### config.mk
export PLATFORM = sky130hd
export DESIGN_NAME = ml_pwm_ctrl
export DESIGN_NICKNAME = d
export VERILOG_FILES = /design/src/rtl/mlpwm_pkg.sv /design/src/rtl/mlpwm_carrier.sv /design/src/rtl/mlpwm_level_sel.sv /design/src/rtl/mlpwm_polarity.sv /design/src/rtl/mlpwm_deadband.sv /design/src/rtl/ml_pwm_ctrl.sv
export SDC_FILE = /design/constraint.sdc
export NUM_CORES = 1
export LEC_CHECK = 0
export CORE_ASPECT_RATIO = 1.25
export CORE_UTILIZATION = 35
export CTS_BUF_LIST = sky130_fd_sc_hd__clkbuf_2
export DETAILED_ROUTE_END_ITERATION = 8
export SETUP_SLACK_MARGIN = 0.3
export SYNTH_ARGS = -nofsm -noshare
export SYNTH_HDL_FRONTEND = slang
export SYNTH_SLANG_ARGS = --single-unit
export TNS_END_PERCENT = 30
### constraint.sdc
create_clock -name clk -period 3.17 [get_ports clk]
set_clock_uncertainty 0.2 [all_clocks]
set_input_delay 0.634 -clock clk [delete_from_list [all_inputs] [get_ports clk]]
set_output_delay 0.634 -clock clk [all_outputs]
set_load 0.03 [all_outputs]
### src/rtl/mlpwm_pkg.sv
package mlpwm_pkg;
  localparam int NFAST = 6;
  localparam int NBRG  = 4;
  localparam int NPAIR = 3;

  typedef logic [NFAST-1:0] fast_t;
  typedef logic [NBRG-1:0]  brg_t;

  localparam fast_t PAT_L0 = 6'b001110;
  localparam fast_t PAT_L1 = 6'b010110;
  localparam fast_t PAT_L2 = 6'b110010;
  localparam fast_t PAT_L3 = 6'b010001;

  localparam brg_t DIAG_FWD = 4'b0110;
  localparam brg_t DIAG_REV = 4'b1001;

  function automatic fast_t level_pattern(input logic [1:0] lvl);
    case (lvl)
      2'd0:    return PAT_L0;
      2'd1:    return PAT_L1;
      2'd2:    return PAT_L2;
      default: return PAT_L3;
    endcase
  endfunction

  // complementary fast-switch pairs: low and high bit index of each
  function automatic int pair_lo(input int g);
    case (g)
      0:       return 0;
      1:       return 2;
      default: return 3;
    endcase
  endfunction

  function automatic int pair_hi(input int g);
    case (g)
      0:       return 1;
      1:       return 5;
      default: return 4;
    endcase
  endfunction
endpackage

### src/rtl/mlpwm_carrier.sv
module mlpwm_carrier #(
  parameter int CW = 8
) (
  input  logic          clk,
  input  logic          rst,
  input  logic [CW-1:0] peak_i,
  output logic [CW-1:0] cnt_o
);
  logic          up_q;
  logic [CW-1:0] cnt_q;

  always_ff @(posedge clk) begin
    if (rst) begin
      cnt_q <= '0;
      up_q  <= 1'b1;
    end else if (up_q) begin
      if (cnt_q >= peak_i) begin
        up_q <= 1'b0;
        if (cnt_q != '0) cnt_q <= cnt_q - 1'b1;
      end else begin
        cnt_q <= cnt_q + 1'b1;
      end
    end else begin
      if (cnt_q == '0) begin
        up_q <= 1'b1;
        if (peak_i != '0) cnt_q <= {{(CW-1){1'b0}}, 1'b1};
      end else begin
        cnt_q <= cnt_q - 1'b1;
      end
    end
  end

  assign cnt_o = cnt_q;
endmodule

### src/rtl/mlpwm_level_sel.sv
module mlpwm_level_sel #(
  parameter int CW = 8
) (
  input  logic          clk,
  input  logic          rst,
  input  logic [CW+2:0] ref_i,
  input  logic [CW-1:0] cnt_i,
  output logic [1:0]    lvl_o,
  output logic          neg_o
);
  localparam int MW    = CW + 2;
  localparam int RW    = CW + 3;
  localparam int NBAND = 3;

  logic [RW-1:0]    absval;
  logic [MW-1:0]    mag_d, mag_q;
  logic             neg1_q, neg2_q;
  logic [NBAND-1:0] above;
  logic [1:0]       lvl_q;

  always_comb begin
    absval = ref_i[RW-1] ? (~ref_i + 1'b1) : ref_i;
    mag_d  = absval[RW-1] ? {MW{1'b1}} : absval[MW-1:0];
  end

  always_ff @(posedge clk) begin
    if (rst) begin
      mag_q  <= '0;
      neg1_q <= 1'b0;
    end else begin
      mag_q  <= mag_d;
      neg1_q <= ref_i[RW-1];
    end
  end

  // stacked in-phase carriers: band k sits at k*2^CW plus the shared count
  for (genvar k = 0; k < NBAND; k++) begin : g_band
    logic [MW-1:0] carrier;
    assign carrier  = {2'(k), cnt_i};
    assign above[k] = (mag_q >= carrier);
  end

  always_ff @(posedge clk) begin
    if (rst) begin
      lvl_q  <= 2'd0;
      neg2_q <= 1'b0;
    end else begin
      lvl_q  <= 2'($countones(above));
      neg2_q <= neg1_q;
    end
  end

  assign lvl_o = lvl_q;
  assign neg_o = neg2_q;
endmodule

### src/rtl/mlpwm_polarity.sv
module mlpwm_polarity
  import mlpwm_pkg::*;
(
  input  logic clk,
  input  logic rst,
  input  logic neg_i,
  input  brg_t brg_gate_i,
  output brg_t brg_want_o,
  output logic park_o
);
  logic pol_q;

  always_ff @(posedge clk) begin
    if (rst) pol_q <= 1'b0;
    else     pol_q <= neg_i;
  end

  assign brg_want_o = pol_q ? DIAG_REV : DIAG_FWD;
  // park the level stage from the first sign difference until the new diagonal is fully on
  assign park_o = (neg_i != pol_q) || (brg_gate_i != brg_want_o);
endmodule

### src/rtl/mlpwm_deadband.sv
module mlpwm_deadband #(
  parameter int N   = 2,
  parameter int DTW = 4
) (
  input  logic           clk,
  input  logic           rst,
  input  logic [DTW-1:0] dead_i,
  input  logic [N-1:0]   want_i,
  output logic [N-1:0]   gate_o
);
  logic [N-1:0]   gate_q;
  logic [DTW-1:0] idle_q;

  always_ff @(posedge clk) begin
    if (rst) begin
      gate_q <= '0;
      idle_q <= '0;
    end else if (|(gate_q & ~want_i)) begin
      gate_q <= gate_q & want_i;
      idle_q <= '0;
    end else begin
      if (idle_q >= dead_i) gate_q <= want_i;
      if (idle_q != {DTW{1'b1}}) idle_q <= idle_q + 1'b1;
    end
  end

  assign gate_o = gate_q;
endmodule

### src/rtl/ml_pwm_ctrl.sv
module ml_pwm_ctrl
  import mlpwm_pkg::*;
#(
  parameter int CW  = 8,
  parameter int DTW = 4
) (
  input  logic          clk,
  input  logic          rst,
  input  logic [CW+2:0] ref_i,
  input  logic [CW-1:0] peak_i,
  input  logic [DTW-1:0] dead_i,
  output logic [5:0]    fast_o,
  output logic [3:0]    bridge_o
);
  logic [CW-1:0] cnt;
  logic [1:0]    lvl;
  logic          neg;
  logic          park;
  brg_t          brg_want;
  brg_t          brg_gate;
  fast_t         fast_want;
  fast_t         fast_gate;

  mlpwm_carrier #(.CW(CW)) u_carrier (
    .clk    (clk),
    .rst    (rst),
    .peak_i (peak_i),
    .cnt_o  (cnt)
  );

  mlpwm_level_sel #(.CW(CW)) u_level (
    .clk   (clk),
    .rst   (rst),
    .ref_i (ref_i),
    .cnt_i (cnt),
    .lvl_o (lvl),
    .neg_o (neg)
  );

  mlpwm_polarity u_pol (
    .clk        (clk),
    .rst        (rst),
    .neg_i      (neg),
    .brg_gate_i (brg_gate),
    .brg_want_o (brg_want),
    .park_o     (park)
  );

  assign fast_want = park ? PAT_L0 : level_pattern(lvl);

  for (genvar g = 0; g < NPAIR; g++) begin : g_pair
    localparam int LO = pair_lo(g);
    localparam int HI = pair_hi(g);
    logic [1:0] pw, pg;
    assign pw = {fast_want[HI], fast_want[LO]};
    mlpwm_deadband #(.N(2), .DTW(DTW)) u_db (
      .clk    (clk),
      .rst    (rst),
      .dead_i (dead_i),
      .want_i (pw),
      .gate_o (pg)
    );
    assign fast_gate[LO] = pg[0];
    assign fast_gate[HI] = pg[1];
  end

  mlpwm_deadband #(.N(NBRG), .DTW(DTW)) u_brg_db (
    .clk    (clk),
    .rst    (rst),
    .dead_i (dead_i),
    .want_i (brg_want),
    .gate_o (brg_gate)
  );

  assign fast_o   = fast_gate;
  assign bridge_o = brg_gate;
endmodule

==> results by stage, run 1 <==
Global route:
- The initial antenna violation count came to 0.
- The aggregate global routing overflow is 0.
- Across every metal layer, demand over resource in global routing totals 0.1444.
- The first global-routing pass estimated 11.21 mm of wire.
- Entering global routing, the biggest net connects 15 pins.
- The number of global-route vias before repair is 2587.

Synth:
- The cell area after synthesis is ~3300 sq um.
- The share of async-settable or async-resettable flops after synthesis is 0.
- The number of nets produced by synthesis is ~450.
- The area share of the leading cell type in the synthesized netlist is 0.3058.
- The part of the Yosys area used for sequential elements is 0.3058.
- The number of flip-flops and latches in the synthesized netlist is 50.
- Sorting the synthesized cells by area gives the leading types as dfxtp_1 (31%), ha_1 (18%), a21oi_1 (4.3%).
- The count of mapped cells out of synthesis is 378.
- The largest total area in the synthesized netlist belongs to dfxtp_1.
- Yosys printed 0 warnings.
- In this run, distinct cell masters in the synthesized netlist total 47.
- By count the netlist is led by dfxtp_1 (50), ha_1 (48), nor2_1 (36).
- The number of synthesized flops with an enable pin is 0.
- The most numerous cell in the Yosys netlist is dfxtp_1.
- The leading register cell type out of synthesis is dfxtp_1.
- The mean instance size in the synthesized netlist is 8.659 sq um.

Clocking:
- At the later pin of the worst-skew pair, clock insertion delay measures 0.42 ns.
- The H-tree was split into 2 levels.
- In this run, CTS created clock tree buffers numbering 5.
- The clock tree from TritonCTS is built.
- The clock tree root driver cell is clkbuf_2.
- The count of clock tree sinks is 50.
- Post-CTS timing repair inserted 0 buffers for setup.
- The buffer depth of the longest clock path is 2.
- The register clock-pin slew on the reported worst setup and hold paths is 0.24 ns.

Min path:
- Counting instances, the worst hold path has a depth of 1.
- The kind of path behind the tightest hold check is reg2reg.
- In this run the most critical hold path is launched from u_level.neg1_q$_SDFF_PP0_.
- The worst hold path terminates at u_level.neg_o$_SDFF_PP0_.

Worst setup path:
- Traced cell by cell, the critical path runs through ha_1 -> nand2b_1 -> a21o_1 -> a21o_1 -> a2111oi_4 -> o21a_1 -> nand3_2 -> fa_1 -> nor2b_1.
- The startpoint of the most critical register-to-register path is u_carrier.cnt_o[0]$_SDFFE_PP0P_.
- The worst setup path is captured at a flip-flop.
- The slowest stage cell on the critical path is fa_1.
- The biggest cell delay along the critical path is 0.53 ns.
- The highest net fanout along the worst path is 3.
- The worst-case reg-to-reg path depth is 9.
- The register-to-register setup slack is 0.44 ns.
- STA puts the critical path data arrival time at a little under 3 ns.
- By startpoint and endpoint, the worst setup path is classified as reg2reg.
- For the worst setup path, the data required time is roughly 3.4 ns.
- The cell seen most often among critical-path stages is a21o_1.
- The startpoint class of the critical path is a flip-flop.
- The end of the worst register-to-register path is u_level.lvl_o[0]$_SDFF_PP0_.

Die:
- The vertical extent of the die is 110.1 um.
- The floorplan die area is 9745 sq um.
- The number of rows in the core area is 39.
- The core region is about 9100 sq um.
- 35 I/O pins were placed.
- The effective utilization at floorplan is 0.3587.
- The horizontal die dimension is 88.50 um.

Timing:
- The minimum clock period is approximately 2.7 ns.
- The total of endpoints with negative setup slack in the final report is 0.
- Static timing analysis puts the maximum clock frequency at 0.3660 GHz.
- The max-slew violation count is 0.
- The final count of hold timing violations is 0.
- The worst max-slew margin expressed relative to the limit is 0.5164.
- Of the available clock period, the critical path in the final layout requires 0.8619.
- At the pin with the least slew margin, the transition time is 0.7232 ns.
- Setup repair after global routing left no endpoint under its margin.

Pwr:
- For this design the total switching power over the nets is about 860 uW.
- The share of total power dissipated in sequential elements is 0.382.
- The worst voltage drop across the vdd grid is 0.0002532 V.
- Of the total power, the clock network draws 0.119.
- The cell-internal power is 1259 uW.
- The total chip power is 2124 uW.
- The power density relative to cell area is approximately 550 nW/um^2.
- Of the total power, the share spent switching nets is 0.4073.
- In this run the static leakage power is about 0.0018 uW.
- The share of total power in combinational logic is 0.499.

Placed design:
- Buffers placed on the I/O ports in this run total 34.
- Once detailed placement completed, the half-perimeter wirelength came to 5.162 mm.
- At the end of routability-driven placement, the weighted congestion stood at 0.7914.
- The standard cell area after detailed placement is 3819 sq um.

Layout:
- The area used by multi-input combinational logic is 2137 sq um.
- 0 antenna diodes ended up in the layout.
- The cell area after layout is 3881 sq um.
- The ratio of cells with drive above 1 in the final layout is 0.06840.
- After filler insertion, the fill cell instance count of the layout stands at 955.
- The sequential cells in the finished layout cover a total of approximately 1000 sq um.
- The area growth from synthesis to layout is 18.58%.
- The total number of nets in the final design is 498.

Routing:
- The DRC violations left is 0.
- After detailed routing, the number of vias per cell comes to 4.894.
- The starting DRC count in detailed routing is just under 100.
- The final wirelength is around 6.5 mm.
- Once detail routing completed, the nets flagged for antenna violations numbered 0.
- The vias after detailed routing is 2677.
- The average routed wire per standard cell is 11.97 um.
- The iteration count of the initial detailed-routing pass is 4.

Flow run:
- The number of maximum-capacitance constraint violations is 0.

Status:
- The run finished with clean final reports.
per-stage QoR:
| stage | worst slack [ns] | instances | hold slack (ns) | setup TNS (ns) | util |
|---|---|---|---|---|---|
| after floorplan | 0.4902 | 378 | 0.2138 | 0 | - |
| after global placement | 0.04787 | 540 | 0.2251 | 0 | 0.4185 |
| after detailed placement | -0.01979 | 540 | 0.2425 | -0.02634 | 0.4185 |
| after CTS | 0.3069 | 547 | 0.2735 | 0 | 0.4226 |
| after global routing | 0.3163 | 547 | 0.2912 | 0 | 0.4253 |
| final | 0.4378 | 547 | 0.2664 | 0 | 0.4253 |
registers in the layout (all words and copies together) (netlist names):
name	flops
u_carrier.up_q	1
u_carrier.cnt_o	8
g_pair.u_db.gate_o	6
u_pol.pol_q	1
u_brg_db.gate_o	4
u_brg_db.idle_q	4
u_level.lvl_o	2
g_pair.u_db.idle_q	12
u_level.neg_o	1
u_level.mag_q	10
u_level.neg1_q	1
cells by family after synthesis:
group	after synthesis	share of synthesized area
mux	7	0.02141
compound gates	84	0.1808
xor+xnor	18	0.04816
fa+ha+maj	49	0.1896
simple gates	132	0.2057
flops	50	0.3058
buf+inv	38	0.04855
routing by layer:
layer	share of wire	global-route usage	vias to the layer above
li1	-	-	1443
met1	0.47	0.1705	1198
met2	0.50	0.2714	31
met3	0.020	0.02010	5
met4	0.012	0.03456	0
met5	0	0	-
worst max path at each step:
stage               slack, ns                         endpoint                            start
floorplan                0.49      u_level.lvl_o[0]$_SDFF_PP0_  u_carrier.cnt_o[1]$_SDFFE_PP0P_
global placement         0.05  u_carrier.cnt_o[0]$_SDFFE_PP0P_                        peak_i[3]
detailed placement      -0.02  u_carrier.cnt_o[0]$_SDFFE_PP0P_                        peak_i[4]
CTS                      0.31      u_level.lvl_o[0]$_SDFF_PP0_  u_carrier.cnt_o[0]$_SDFFE_PP0P_
global route             0.32  u_carrier.cnt_o[2]$_SDFFE_PP0P_                        peak_i[3]
finish                   0.44      u_level.lvl_o[0]$_SDFF_PP0_  u_carrier.cnt_o[0]$_SDFFE_PP0P_
placed cells by master (no fill, tap or decap), drive strengths merged, types with 7 or more instances in the layout:
cell type      synthesis  final
ha                    48     48
buf                    3     13
xor2                   7      7
or3                    8      8
nor3                  19     19
xnor2                 11     11
clkdlybuf4s50          0     34
mux2i                  7      7
a21o                  17     17
inv                   30     30
nor2                  36     36
nand2                 24     24
nand3                 14     14
dfxtp                 50     50
nor2b                  7      7
a21oi                 28     28
worst max-delay path: cells and delay by family, from the launching register on:
kind	cells	cell delay (ns)
compound gates	4	0.96
fa+ha+maj	2	0.80
flops	1	0.39
simple gates	3	0.35
layout make-up:
type | count | area share
Clock buffer | 6 | 0.007737
Sequential cell | 50 | 0.2582
Tap cell | 123 | 0.03965
Inverter | 30 | 0.02901
Clock inverter | 1 | 0.001934
Multi-Input combinational cell | 290 | 0.5506
Timing Repair Buffer | 47 | 0.1128
power groups by stage:
stage / Combinational, uW / Sequential, uW / Clock, uW
floorplan: 774 / 820 / 0
global placement: 998 / 824 / 0
detailed placement: 1020 / 825 / 0
CTS: 1030 / 812 / 261
global route: 1190 / 827 / 282
finish: 1060 / 812 / 253
what timing repair did:
action,4_1_cts,5_1_grt
hold buffers,0,0
endpoints found under the setup margin,0,2
resized for setup,0,5
No activity file was read; power rests on OpenSTA's default activity.
==> inputs of run 2 (changes only) <==
Settings changed: SYNTH_HIERARCHICAL set to 1.
==> run 2 against run 1 <==
Effect of this change:
- worst hold slack improved by 0.0033 ns
- critical endpoint is now u_carrier/cnt_o[3]$_SDFFE_PP0P_
- largest power group unchanged
- area after synthesis is 4.1% higher
- first-iteration DRC count grew 38%
- cell count increased by 2.9%
- global-route usage increased by 0.067 points
- non-clock buffer count is 4 lower
- via count increased by 7.2%
- sequential power is 2% higher
- combinational power is 14% lower
==> results by stage, run 2 <==
Synth:
- The number of warnings reported in the yosys synthesis log is 6.
- The number of synthesized flops with an enable pin is 0.
- The number of flip-flops and latches in the synthesized netlist is 50.
- The leading register cell type out of synthesis is dfxtp_1.
- The library cell with the largest summed area after synthesis is dfxtp_1.
- The post-synthesis cell type count is 60.
- After synthesis, the cell types taking the most area are dfxtp_1 (29%), ha_1 (15%), inv_1 (5.3%).
- The share of synthesized area in the top cell type comes to 0.2938.
- The most numerous cell in the Yosys netlist is dfxtp_1.
- Synthesis handed over a netlist of 400 instances.
- Ranked by instance count, the synthesized netlist is headed by dfxtp_1 (50), inv_1 (48), ha_1 (40).
- In the synthesized netlist the async set-or-reset flop fraction comes to 0.
- The cell area after synthesis is 3407 sq um.
- Counting every net in the synthesized netlist gives 466.
- A synthesized cell averages 8.518 sq um.
- The part of the Yosys area used for sequential elements is 0.2938.

Die:
- The vertical extent of the die is about 110 um.
- The effective utilization at floorplan is 0.3656.
- The die is between 90 and 100 um wide.
- The floorplan die area is 10140 sq um.
- The number of top-level pins is 35.
- The number of rows in the core area is 39.
- In this run the standard cell core region covers 9320 sq um.

Worst setup path:
- The endpoint required time on the critical path is around 3.3 ns.
- The startpoint class of the critical path is a primary input.
- The end of the worst register-to-register path is u_carrier/cnt_o[3]$_SDFFE_PP0P_.
- In this run the worst path has a maximum fanout of 12.
- The buffers plus inverters on the worst setup path is 1.
- The beginning of the critical path is peak_i[0].
- In this design, the largest share of critical-path delay is due to compound AO/OA/AOI/OAI gates.
- The worst register-to-register path begins at u_carrier/cnt_o[0]$_SDFFE_PP0P_.
- The setup path with the least slack is of type in2reg.
- The signal arrival time at the worst endpoint is 2.90 ns.
- The critical path runs through a total of 8 cells.
- For this design, the slowest cell found on the critical path is clkdlybuf4s50_1.
- The setup check on the worst reg-to-reg path leaves a slack of about 0.59 ns.
- Following the worst setup path forward leads to its endpoint at u_carrier/cnt_o[3]$_SDFFE_PP0P_.
- STA classifies the critical path endpoint as a flip-flop.
- The signal on the critical path passes through clkdlybuf4s50_1 -> ha_1 -> nand2b_4 -> a2111oi_4 -> o31ai_2 -> or3b_1 -> a211o_1 -> o211ai_1.
- In this design, the stage delay of the slowest critical-path cell is 0.43 ns.
- The worst-case reg-to-reg path depth is 8.

Timing:
- In this run the tightest slew margin relative to its limit is 0.5150.
- Setup repair after global routing left no endpoint under its margin.
- The transition time of the tightest slew-check pin is 0.7232 ns.
- Subtracting the final worst setup slack from the clock period gives 2.733 ns.
- The final sum of negative setup slack is 0 ns.
- The max-slew violation count is 0.
- The ratio of final minimum period to clock period is 0.8622.
- The final count of hold timing violations is 0.
- Setup violations remaining at the end of the flow were counted as 0.
- Static timing analysis puts the maximum clock frequency at 0.3659 GHz.

Clocking:
- After clock tree synthesis, the flow added hold-fix buffers numbering 0.
- The clock tree root driver cell is clkbuf_2.
- In this run the post-CTS setup repair buffer count came out at 0.
- Clock tree synthesis inserted a total of 5 buffers.
- The later pin in the worst-skew pair is clocked with a latency of 0.44 ns.
- The register clock-pin slew on the reported worst setup and hold paths is 0.21 ns.
- The longest clock path from root to sink contains 2 buffers.
- The count of cells resized by post-cts repair is 0.
- TritonCTS built the clock tree.
- The count of H-tree levels built during CTS is 2.
- The count of clock tree sinks is 50.

Layout:
- The number of standard cells in the layout, taps in and fillers out is 563.
- Once layout is complete, the utilization of the core stands at 0.4268.
- The register with the most flip-flops in the layout has 12 of them.
- The ratio of cells with drive above 1 in the final layout is 0.06364.
- The register bank with the most flops is g_pair.u_db/idle_q.
- The cell area after layout is 3978 sq um.
- Compared with the post-synthesis result, the final layout area differs by 16.75%.
- The count of antenna diodes in the layout is 0.
- In the layout the commonest cells are dfxtp_1 (50), inv_1 (48), ha_1 (40), nor2_1 (35), clkdlybuf4s50_1 (34).
- The most frequent standard cell in the layout excluding fill and tap cells is dfxtp_1.
- The total number of nets in the final design is 506.

Routing:
- The iteration count of the initial detailed-routing pass is 4.
- Dividing the detail-routed wire length by the instance count gives roughly 12 um.
- The remaining number of nets flagged by the antenna check after routing is 0.
- The first routing iteration left 137 violations.
- The routed via count divided by cell count is 5.099.
- The DRC violations left is 0.
- The detailed router placed around 2900 vias in this run.
- The final wirelength is 6.753 mm.

Global route:
- The initial antenna violation count is 0.
- Summed over all layers, the global routing overflow is 0.
- The overall routing resource usage is 0.1451.
- The number of global-route vias before repair was 2806.
- The first global-routing pass estimated 12.10 mm of wire.
- The pin count of the biggest net entering global routing is 15.

Pwr:
- The internal portion of the total power is 1253 uW.
- Power spread over the standard cell area amounts to 518.6 nW/um^2.
- Overall power consumption after layout is estimated at 2063 uW.
- The leakage power is 0.001715 uW.
- Of the total power, the clock network draws 0.154.
- VDD sags by at most 0.0001967 V.
- The net switching power figure is 809.7 uW.
- The share of total power dissipated in sequential elements is 0.403.
- The share of total power in combinational logic is 0.443.
- Of the total power, the share spent switching nets is 0.3925.

Status:
- The run finished with clean final reports.

Placed design:
- The detailed-placement wirelength estimate is between 5 and 6 mm.
- After detailed placement, the design holds a cell count of 556.
- The standard cell area after detailed placement is 3919 sq um.
- The congestion estimate from routability-driven global placement came to around 0.84.
- The port buffer count is 34.

Flow run:
- Across the run, the number of max-cap violations was 0.

Min path:
- The min-delay analysis places its worst path in the category reg2reg.
==> run 2: changes by cell type after synthesis, moves of 4 or more <==
cell      change
o21ai_0       +7
xnor2_1       -4
inv_1        +18
nor3b_1      +14
nand2_1       -7
nand3b_1      +6
o211ai_1      +5
a21oi_1       -6
ha_1          -8
o21a_1        +4
or3_1         -8
a21o_1       -13
==> run 2: how the worst min path moves through the flow <==
stage	start	to	slack (ns)	cells after the start
finish	u_level/neg1_q$_SDFF_PP0_	u_level/neg_o$_SDFF_PP0_	0.27	1
global route	u_level/neg1_q$_SDFF_PP0_	u_level/neg_o$_SDFF_PP0_	0.29	1
CTS	u_level/neg1_q$_SDFF_PP0_	u_level/neg_o$_SDFF_PP0_	0.28	1
detailed placement	u_level/neg1_q$_SDFF_PP0_	u_level/neg_o$_SDFF_PP0_	0.25	1
global placement	u_level/neg1_q$_SDFF_PP0_	u_level/neg_o$_SDFF_PP0_	0.24	1
floorplan	u_level/neg1_q$_SDFF_PP0_	u_level/neg_o$_SDFF_PP0_	0.21	1
==> run 2: logic make-up (layout without fill, tap and decap cells) <==
kind of cell	Yosys count	count (layout)	synth area share
and+or+nand+nor	140	140	0.2369
AOI/OAI and AO/OA	92	92	0.1983
xor gates and xnor gates	14	14	0.03599
DFF	50	50	0.2938
adders and majority gates	41	41	0.1528
muxes	5	5	0.01469
buffers and inverters	58	98	0.06757
==> run 2: power groups by stage <==
stage | logic, uW | registers, uW | clock network [uW]
3_3_place_gp | 891 | 845 | 0
2_1_floorplan | 671 | 815 | 0
6_report | 914 | 831 | 318
4_1_cts | 918 | 833 | 338
3_5_place_dp | 914 | 846 | 0
5_1_grt | 1030 | 850 | 363
==> run 2: final cells by class <==
class	instances	area, sq um
Clock inverter	2	33.78
Multi-Input combinational cell	292	2176
Timing Repair Buffer	43	407.9
Tap cell	123	153.9
Fill cell	932	5343
Clock buffer	5	25.02
Sequential cell	50	1001
Inverter	48	180.2
==> run 2: routing by layer <==
metal | track usage | part of all wire | up-vias
li1 | - | - | 1511
met1 | 0.1639 | 0.46 | 1319
met2 | 0.2712 | 0.50 | 34
met3 | 0.02710 | 0.024 | 7
met4 | 0.04946 | 0.017 | 0
met5 | 0 | 0 | -
==> run 2: stage by stage <==
stage,setup slack (ns),hold WS [ns]
2_1_floorplan,0.5369,0.2138
3_3_place_gp,0.03624,0.2410
3_5_place_dp,0.002008,0.2478
4_1_cts,0.4720,0.2775
5_1_grt,0.3611,0.2921
6_report,0.4367,0.2697
